### config.mk
export PLATFORM = sky130hd
export DESIGN_NAME = flash_cmd_engine
export DESIGN_NICKNAME = d
export VERILOG_FILES = /design/src/rtl/fce_pkg.sv /design/src/rtl/fce_shifter.sv /design/src/rtl/fce_regs.sv /design/src/rtl/fce_seq.sv /design/src/rtl/flash_cmd_engine.sv
export SDC_FILE = /design/constraint.sdc
export NUM_CORES = 1
export LEC_CHECK = 0
export ABC_AREA = 1
export BUFFER_PORTS_ARGS = -buffer_cell sky130_fd_sc_hd__buf_2
export CAP_MARGIN = 5
export CORE_ASPECT_RATIO = 0.8
export CORE_UTILIZATION = 56
export CTS_CLUSTER_DIAMETER = 30
export DETAILED_ROUTE_END_ITERATION = 8
export PLACE_DENSITY_LB_ADDON = 0.3
export SLEW_MARGIN = 20
export SYNTH_ARGS = -nofsm -noshare
export SYNTH_HDL_FRONTEND = slang
export SYNTH_HIERARCHICAL = 1
export SYNTH_SLANG_ARGS = --single-unit
### constraint.sdc
create_clock -name clk_i -period 2 [get_ports clk_i]
set_clock_uncertainty 0.15 [all_clocks]
set_input_delay 0.2 -clock clk_i [delete_from_list [all_inputs] [get_ports clk_i]]
set_output_delay 0.2 -clock clk_i [all_outputs]
set_load 0.02 [all_outputs]
### src/rtl/fce_pkg.sv
package fce_pkg;
  localparam int DATA_W  = 32;
  localparam int ADDR_W  = DATA_W;
  localparam int WDATA_W = 2 * DATA_W;
  localparam int BYTE_W  = 8;

  localparam logic [2:0] REG_CTRL = 3'd0;
  localparam logic [2:0] REG_ADDR = 3'd1;
  localparam logic [2:0] REG_WLO  = 3'd2;
  localparam logic [2:0] REG_WHI  = 3'd3;
  localparam logic [2:0] REG_RLO  = 3'd4;
  localparam logic [2:0] REG_RHI  = 3'd5;

  typedef enum logic [1:0] {PH_OPC, PH_ADR, PH_WR, PH_RD} phase_e;

  typedef struct packed {
    logic [7:0] opc;
    logic       rd_en;
    logic [2:0] rd_m1;
    logic       addr_en;
    logic [1:0] addr_m1;
    logic       wr_en;
    logic [2:0] wr_m1;
  } cmd_t;

  function automatic cmd_t cmd_decode(input logic [DATA_W-1:0] w);
    cmd_t c;
    c.opc     = w[31:24];
    c.rd_en   = w[23];
    c.rd_m1   = w[22:20];
    c.addr_en = w[19];
    c.addr_m1 = w[17:16];
    c.wr_en   = w[15];
    c.wr_m1   = w[14:12];
    return c;
  endfunction

  function automatic logic [DATA_W-1:0] cmd_encode(input cmd_t c, input logic busy);
    return {c.opc, c.rd_en, c.rd_m1, c.addr_en, 1'b0, c.addr_m1,
            c.wr_en, c.wr_m1, 10'b0, busy, 1'b0};
  endfunction
endpackage

### src/rtl/fce_shifter.sv
module fce_shifter #(
  parameter int HALF_DIV = 2
) (
  input  logic       clk_i,
  input  logic       rst_ni,
  input  logic       start_i,
  input  logic [7:0] byte_i,
  input  logic       miso_i,
  output logic       sclk_o,
  output logic       mosi_o,
  output logic       done_o,
  output logic [7:0] rx_o
);
  localparam int HC_W = (HALF_DIV > 1) ? $clog2(HALF_DIV) : 1;
  localparam logic [HC_W-1:0] HC_LAST = HC_W'(HALF_DIV - 1);

  logic [HC_W-1:0] hc_q;
  logic [2:0]      bit_q;
  logic            run_q, sclk_q, mosi_q, done_q;
  logic [7:0]      tx_q, rx_q;

  always_ff @(posedge clk_i or negedge rst_ni) begin
    if (!rst_ni) begin
      hc_q   <= '0;
      bit_q  <= '0;
      run_q  <= 1'b0;
      sclk_q <= 1'b0;
      mosi_q <= 1'b0;
      done_q <= 1'b0;
      tx_q   <= '0;
      rx_q   <= '0;
    end else begin
      done_q <= 1'b0;
      if (!run_q) begin
        if (start_i) begin
          run_q  <= 1'b1;
          tx_q   <= byte_i;
          mosi_q <= byte_i[7];
          hc_q   <= '0;
          bit_q  <= '0;
        end
      end else if (hc_q == HC_LAST) begin
        hc_q <= '0;
        if (!sclk_q) begin
          sclk_q <= 1'b1;
          rx_q   <= {rx_q[6:0], miso_i};
        end else begin
          sclk_q <= 1'b0;
          if (bit_q == 3'd7) begin
            run_q  <= 1'b0;
            done_q <= 1'b1;
            mosi_q <= 1'b0;
          end else begin
            bit_q  <= bit_q + 3'd1;
            tx_q   <= {tx_q[6:0], 1'b0};
            mosi_q <= tx_q[6];
          end
        end
      end else begin
        hc_q <= hc_q + HC_W'(1);
      end
    end
  end

  assign sclk_o = sclk_q;
  assign mosi_o = mosi_q;
  assign done_o = done_q;
  assign rx_o   = rx_q;
endmodule

### src/rtl/fce_regs.sv
module fce_regs
  import fce_pkg::*;
(
  input  logic               clk_i,
  input  logic               rst_ni,
  input  logic               bus_we_i,
  input  logic [2:0]         bus_addr_i,
  input  logic [DATA_W-1:0]  bus_wdata_i,
  input  logic               busy_i,
  input  logic               rd_we_i,
  input  logic [2:0]         rd_idx_i,
  input  logic [7:0]         rd_byte_i,
  output logic               exec_o,
  output cmd_t               cmd_new_o,
  output cmd_t               ctrl_o,
  output logic [ADDR_W-1:0]  addr_o,
  output logic [WDATA_W-1:0] wdata_o,
  output logic [WDATA_W-1:0] rdata_o
);
  localparam int NLANE = WDATA_W / BYTE_W;

  cmd_t                ctrl_q;
  logic [ADDR_W-1:0]   addr_q;
  logic [DATA_W-1:0]   wlo_q, whi_q;
  logic                ctrl_wr, clr_rd;

  assign ctrl_wr   = bus_we_i && (bus_addr_i == REG_CTRL);
  assign cmd_new_o = cmd_decode(bus_wdata_i);
  assign exec_o    = ctrl_wr && bus_wdata_i[0] && !busy_i;
  assign clr_rd    = exec_o && cmd_new_o.rd_en;

  always_ff @(posedge clk_i or negedge rst_ni) begin
    if (!rst_ni) begin
      ctrl_q <= '0;
      addr_q <= '0;
      wlo_q  <= '0;
      whi_q  <= '0;
    end else begin
      if (ctrl_wr && !busy_i) ctrl_q <= cmd_new_o;
      if (bus_we_i && bus_addr_i == REG_ADDR) addr_q <= bus_wdata_i;
      if (bus_we_i && bus_addr_i == REG_WLO)  wlo_q  <= bus_wdata_i;
      if (bus_we_i && bus_addr_i == REG_WHI)  whi_q  <= bus_wdata_i;
    end
  end

  // one result byte lane per read position
  for (genvar b = 0; b < NLANE; b++) begin : g_lane
    logic [BYTE_W-1:0] lane_q;
    always_ff @(posedge clk_i or negedge rst_ni) begin
      if (!rst_ni)                                lane_q <= '0;
      else if (clr_rd)                            lane_q <= '0;
      else if (rd_we_i && rd_idx_i == 3'(b))      lane_q <= rd_byte_i;
    end
    assign rdata_o[b*BYTE_W +: BYTE_W] = lane_q;
  end

  assign ctrl_o  = ctrl_q;
  assign addr_o  = addr_q;
  assign wdata_o = {whi_q, wlo_q};
endmodule

### src/rtl/fce_seq.sv
module fce_seq
  import fce_pkg::*;
(
  input  logic               clk_i,
  input  logic               rst_ni,
  input  logic               exec_i,
  input  cmd_t               cmd_i,
  input  logic [ADDR_W-1:0]  addr_i,
  input  logic [WDATA_W-1:0] wdata_i,
  input  logic               done_i,
  input  logic [7:0]         rx_i,
  output logic               start_o,
  output logic [7:0]         tx_o,
  output logic               cs_no,
  output logic               busy_o,
  output logic               rd_we_o,
  output logic [2:0]         rd_idx_o,
  output logic [7:0]         rd_byte_o
);
  typedef enum logic [1:0] {S_IDLE, S_ISSUE, S_WAIT, S_FIN} state_e;

  state_e              st_q;
  phase_e              ph_q, nxt_ph;
  logic [2:0]          idx_q, ph_last;
  logic                nxt_ok;
  cmd_t                cmd_q;
  logic [ADDR_W-1:0]   addr_q, addr_sh;
  logic [WDATA_W-1:0]  wdata_q, wd_sh;
  logic [1:0]          asel;
  logic                cs_n_q, busy_q;

  always_comb begin
    unique case (ph_q)
      PH_OPC:  ph_last = 3'd0;
      PH_ADR:  ph_last = {1'b0, cmd_q.addr_m1};
      PH_WR:   ph_last = cmd_q.wr_m1;
      default: ph_last = cmd_q.rd_m1;
    endcase
  end

  always_comb begin
    nxt_ok = 1'b1;
    nxt_ph = ph_q;
    unique case (ph_q)
      PH_OPC: begin
        if (cmd_q.addr_en)    nxt_ph = PH_ADR;
        else if (cmd_q.wr_en) nxt_ph = PH_WR;
        else if (cmd_q.rd_en) nxt_ph = PH_RD;
        else                  nxt_ok = 1'b0;
      end
      PH_ADR: begin
        if (cmd_q.wr_en)      nxt_ph = PH_WR;
        else if (cmd_q.rd_en) nxt_ph = PH_RD;
        else                  nxt_ok = 1'b0;
      end
      PH_WR: begin
        if (cmd_q.rd_en)      nxt_ph = PH_RD;
        else                  nxt_ok = 1'b0;
      end
      default:                nxt_ok = 1'b0;
    endcase
  end

  // address leaves high byte first, write data low byte first
  always_comb begin
    asel    = cmd_q.addr_m1 - idx_q[1:0];
    addr_sh = addr_q >> {asel, 3'b000};
    wd_sh   = wdata_q >> {idx_q, 3'b000};
    unique case (ph_q)
      PH_OPC:  tx_o = cmd_q.opc;
      PH_ADR:  tx_o = addr_sh[7:0];
      PH_WR:   tx_o = wd_sh[7:0];
      default: tx_o = 8'h00;
    endcase
  end

  always_ff @(posedge clk_i or negedge rst_ni) begin
    if (!rst_ni) begin
      st_q    <= S_IDLE;
      ph_q    <= PH_OPC;
      idx_q   <= '0;
      cmd_q   <= '0;
      addr_q  <= '0;
      wdata_q <= '0;
      cs_n_q  <= 1'b1;
      busy_q  <= 1'b0;
    end else begin
      unique case (st_q)
        S_IDLE: if (exec_i) begin
          cmd_q   <= cmd_i;
          addr_q  <= addr_i;
          wdata_q <= wdata_i;
          ph_q    <= PH_OPC;
          idx_q   <= '0;
          cs_n_q  <= 1'b0;
          busy_q  <= 1'b1;
          st_q    <= S_ISSUE;
        end
        S_ISSUE: st_q <= S_WAIT;
        S_WAIT: if (done_i) begin
          if (idx_q != ph_last) begin
            idx_q <= idx_q + 3'd1;
            st_q  <= S_ISSUE;
          end else if (nxt_ok) begin
            ph_q  <= nxt_ph;
            idx_q <= '0;
            st_q  <= S_ISSUE;
          end else begin
            cs_n_q <= 1'b1;
            st_q   <= S_FIN;
          end
        end
        default: begin
          busy_q <= 1'b0;
          st_q   <= S_IDLE;
        end
      endcase
    end
  end

  assign start_o   = (st_q == S_ISSUE);
  assign cs_no     = cs_n_q;
  assign busy_o    = busy_q;
  assign rd_we_o   = (st_q == S_WAIT) && done_i && (ph_q == PH_RD);
  assign rd_idx_o  = idx_q;
  assign rd_byte_o = rx_i;
endmodule

### src/rtl/flash_cmd_engine.sv
module flash_cmd_engine
  import fce_pkg::*;
#(
  parameter int HALF_DIV = 2
) (
  input  logic              clk_i,
  input  logic              rst_ni,
  input  logic              bus_we_i,
  input  logic [2:0]        bus_addr_i,
  input  logic [31:0]       bus_wdata_i,
  output logic [31:0]       bus_rdata_o,
  output logic              sclk_o,
  output logic              cs_no,
  output logic              mosi_o,
  input  logic              miso_i
);
  logic               busy, exec, rd_we, start, done;
  logic [2:0]         rd_idx;
  logic [7:0]         rd_byte, tx_byte, rx_byte;
  cmd_t               cmd_new, ctrl;
  logic [ADDR_W-1:0]  addr;
  logic [WDATA_W-1:0] wdata, rdata;

  fce_regs u_regs (
    .clk_i, .rst_ni, .bus_we_i, .bus_addr_i, .bus_wdata_i,
    .busy_i   (busy),
    .rd_we_i  (rd_we),
    .rd_idx_i (rd_idx),
    .rd_byte_i(rd_byte),
    .exec_o   (exec),
    .cmd_new_o(cmd_new),
    .ctrl_o   (ctrl),
    .addr_o   (addr),
    .wdata_o  (wdata),
    .rdata_o  (rdata)
  );

  fce_seq u_seq (
    .clk_i, .rst_ni,
    .exec_i   (exec),
    .cmd_i    (cmd_new),
    .addr_i   (addr),
    .wdata_i  (wdata),
    .done_i   (done),
    .rx_i     (rx_byte),
    .start_o  (start),
    .tx_o     (tx_byte),
    .cs_no    (cs_no),
    .busy_o   (busy),
    .rd_we_o  (rd_we),
    .rd_idx_o (rd_idx),
    .rd_byte_o(rd_byte)
  );

  fce_shifter #(.HALF_DIV(HALF_DIV)) u_shift (
    .clk_i, .rst_ni,
    .start_i(start),
    .byte_i (tx_byte),
    .miso_i (miso_i),
    .sclk_o (sclk_o),
    .mosi_o (mosi_o),
    .done_o (done),
    .rx_o   (rx_byte)
  );

  always_comb begin
    unique case (bus_addr_i)
      REG_CTRL: bus_rdata_o = cmd_encode(ctrl, busy);
      REG_ADDR: bus_rdata_o = addr;
      REG_WLO:  bus_rdata_o = wdata[DATA_W-1:0];
      REG_WHI:  bus_rdata_o = wdata[WDATA_W-1:DATA_W];
      REG_RLO:  bus_rdata_o = rdata[DATA_W-1:0];
      REG_RHI:  bus_rdata_o = rdata[WDATA_W-1:DATA_W];
      default:  bus_rdata_o = '0;
    endcase
  end
endmodule

==> results.json <==
{
  "worst_slack_ps": 15.1,
  "clkTransAtPathRegs_ps": 60,
  "crit_type": "reg2reg",
  "die_width_um": 194,
  "placed_area_um2": 17600,
  "num_antenna_cells": 0,
  "p_switching_mw": 4.87,
  "arrival_ps": 2300,
  "antenna_found_initial": 0,
  "yosysUniqueCellTypes": 38,
  "swShare_pct": 26.2,
  "fillers": 2064,
  "slew_headroom_pct": 59.8,
  "grt_max_degree": 65,
  "internal_power_mw": 13.7,
  "synth-compound-area-share_pct": 5.38,
  "first_pass_iters": 7,
  "period_share_pct": 99.2,
  "num-nets-final": 2104,
  "cts_tree": "yes",
  "ys_warn_count": 6,
  "synth_seq_cells": 326,
  "p_total_mw": 18.6,
  "insertion_delay_ps": 590,
  "synth_top_family_by_area": "simple AND/OR/NAND/NOR gates",
  "gp_congestion": 0.969,
  "synth_fp_nets": 1963,
  "setup_viol_count_final": 0,
  "coreArea_um2": 28700,
  "wire_per_inst_um": 21.6,
  "synth.area.mux_share_pct": 7.60,
  "clock.fmax_mhz": 504,
  "synth_top_area_share_pct": 49.0,
  "worstSetupStartpointType": "flip-flop",
  "maxCapViolCount": 0,
  "synth_area_per_cell_um2": 8.68,
  "path_max_fanout": 4,
  "io_pins": 74,
  "place.port_buffers": 73,
  "vias_per_cell": 5.98,
  "cts.path.max_buffers": 3,
  "overflow": 0,
  "fin_area_um2": 20600,
  "reg2reg_depth": 13,
  "grt_pass1_vias": 14000,
  "pre_cts_ws_ps": -116,
  "comb_power_share_pct": 7.7,
  "power_frac_seq_pct": 40.3,
  "area_growth_pct": 24.2,
  "num_vias": 14800,
  "post-route-min-period_ps": 1980,
  "rrSetupSlack_ps": 20,
  "dieArea_um2": 30300,
  "r2r-end": "u_shift/mosi_o",
  "clock-root-buffer": "clkbuf_16",
  "run_status": "finished, final reports clean",
  "drtIter0Drc": 1490,
  "track_usage_pct": 34.7,
  "holdWs_ps": 16.6,
  "powerDensity_nw_per_um2": 903,
  "start_util_pct": 57.8,
  "die_h_um": 156,
  "dp_hpwl_mm": 34.7,
  "power.share.clock_pct": 52.1,
  "yosysMostFrequentCell": "nand2_1",
  "synthAdderAreaFrac_pct": 0.980,
  "wirelength_mm": 53.3,
  "worstReg2RegStart": "u_seq/rd_idx_o[0]",
  "clock_sinks": 326,
  "cts_buffers": 57,
  "yosysSeqAreaShare_pct": 49.2,
  "synth_edf_count": 0,
  "end_kind": "flip-flop",
  "ys_top_cells_by_area": "dfrtp_1 49%, nand2_1 11%, mux2_2 6.7%, nand3_1 6.5%, inv_1 3.3%",
  "min_path_type": "in2async",
  "rsz0062_at_grt": "yes",
  "yosys.area_share.simple_pct": 27.6,
  "grt_pass1_wl_mm": 80.2,
  "layout-drive-gt1-share_pct": 27.1,
  "drv_slew": 0,
  "required_ps": 2310,
  "cp-endpoint": "u_shift/mosi_o",
  "synth_ff_type": "dfrtp_1",
  "synthTopCellsByCount": "471 x nand2_1, 325 x dfrtp_1, 216 x nand3_1, 146 x inv_1, 143 x nor2_1",
  "ctsHtreeMaxLevel": 2,
  "fp-row-count": 55,
  "syn_area_um2": 16600,
  "ant_nets": 0,
  "synth_top_cell_by_area": "dfrtp_1",
  "worst_pin_slew_ps": 603,
  "ir_drop_mv": 0.759,
  "synth_xor_area_share_pct": 0.211,
  "route.detailed.drc": 0,
  "async_reset_ff_share_pct": 100,
  "finalHoldViolations": 0,
  "crit_start": "u_seq/rd_idx_o[0]",
  "leakage_nw": 10.7,
  "fin_tns_setup_ps": 0,
  "syn_inst": 1911
}
[cells by family after synthesis]
group                    count (synthesis)
multiplexers                           112
buffers and inverters                  307
adder cells (fa/ha/maj)                 13
AND/OR/NAND/NOR                        979
AO/OA/AOI/OAI                          170
flip-flops                             326
XOR/XNOR                                 4
[placed cells by master, fill, tap and decap left out, drive strengths merged]
master / Yosys / routed
clkinvlp: 0 / 9
nand4: 84 / 84
dfstp: 1 / 1
buf: 107 / 186
nor3: 1 / 1
inv: 166 / 171
clkbuf: 33 / 76
dlygate4sd3: 0 / 34
o31ai: 8 / 8
bufinv: 1 / 6
xnor2: 2 / 2
or2: 1 / 1
nor2: 157 / 157
nand3: 254 / 254
o22ai: 1 / 1
o21ai: 134 / 134
dfrtp: 325 / 325
o211ai: 1 / 1
mux2: 112 / 112
nand2: 482 / 482
clkinv: 0 / 14
a21oi: 26 / 26
ha: 13 / 13
xor2: 2 / 2
[stage by stage]
stage | utilization [%] | instances
6_report | 71.8 | 2470
5_1_grt | 71.8 | 2470
4_1_cts | 69.5 | 2454
3_5_place_dp | 61.2 | 2308
3_3_place_gp | 61.2 | 2308
2_1_floorplan | - | 1911
[power groups by stage]
stage	Sequential, mW	Clock, mW	Combinational (mW)
3_3_place_gp	7.54	0	1.28
2_1_floorplan	7.39	0	0.833
3_5_place_dp	7.56	0	1.33
5_1_grt	7.52	10.1	1.59
6_report	7.49	9.69	1.42
4_1_cts	7.46	9.75	1.40
[state kept, by name (all words and copies together) (netlist names)]
signal	cells
u_shift/done_o	1
u_shift/run_q	1
u_shift/mosi_o	1
u_seq/ph_q	2
u_seq/wdata_q	64
u_regs/whi_q	32
u_shift/tx_q	7
u_shift/bit_q	3
u_seq/addr_q	32
u_shift/rx_o	8
u_seq/st_q	2
u_seq/cs_no	1
u_regs/wlo_q	32
u_regs/g_lane.lane_q	64
u_regs/addr_o	32
u_shift/sclk_o	1
u_shift/hc_q	1
u_seq/rd_idx_o	3
u_seq/cmd_q	19
u_seq/busy_o	1
u_regs/ctrl_o	19
[cell type report]
class                      instances  area (µm²)  area share (%)
clock buffer                      74        1550            7.53
timing repair buffer             222        1980            9.60
sequential                       326        8160            39.6
tap                              370         463            2.25
multi-input combinational       1278        7390            35.9
inverter                         167         676            3.28
clock inverter                    33         378            1.83
[critical path: stages (launching register included)]
cell and delay [ps]:
dfrtp_2 440, ha_4 200, xor2_4 160, nand2_4 150
buf_4 140, nand4_1 100, nand3_2 70, nand3_1 80
nand2_1 90, inv_2 40, nand2_2 60, nand2_1 60
nand3_1 80, nand2_1 60
[metal layers]
metal | up-vias | track usage [%] | share of wire [%]
li1 | 6548 | - | -
met1 | 7231 | 48.3 | 41
met2 | 845 | 53.2 | 45
met3 | 151 | 6.94 | 10
met4 | 0 | 14.0 | 4.1
met5 | - | 0 | 0
[worst min path at each step]
stage           start                to  cells past startpoint
2_1_floorplan  rst_ni  u_regs/addr_o[0]                      0
3_3_place_gp   rst_ni  u_seq/addr_q[30]                      1
3_5_place_dp   rst_ni  u_seq/addr_q[30]                      1
4_1_cts        rst_ni  u_seq/addr_q[30]                      2
5_1_grt        rst_ni  u_seq/addr_q[30]                      2
6_report       rst_ni  u_seq/addr_q[30]                      2
[timing repair]
item / in CTS / in global routing
hold buffers: 34 / 0
endpoints found under the hold margin: 458 / 0
resized for setup: 15 / 130
endpoints found under the setup margin: 12 / 91
cloned: 0 / 3
setup buffers: 5 / 14
pin swaps: 2 / 42
No activity file was read; power rests on OpenSTA's default activity.
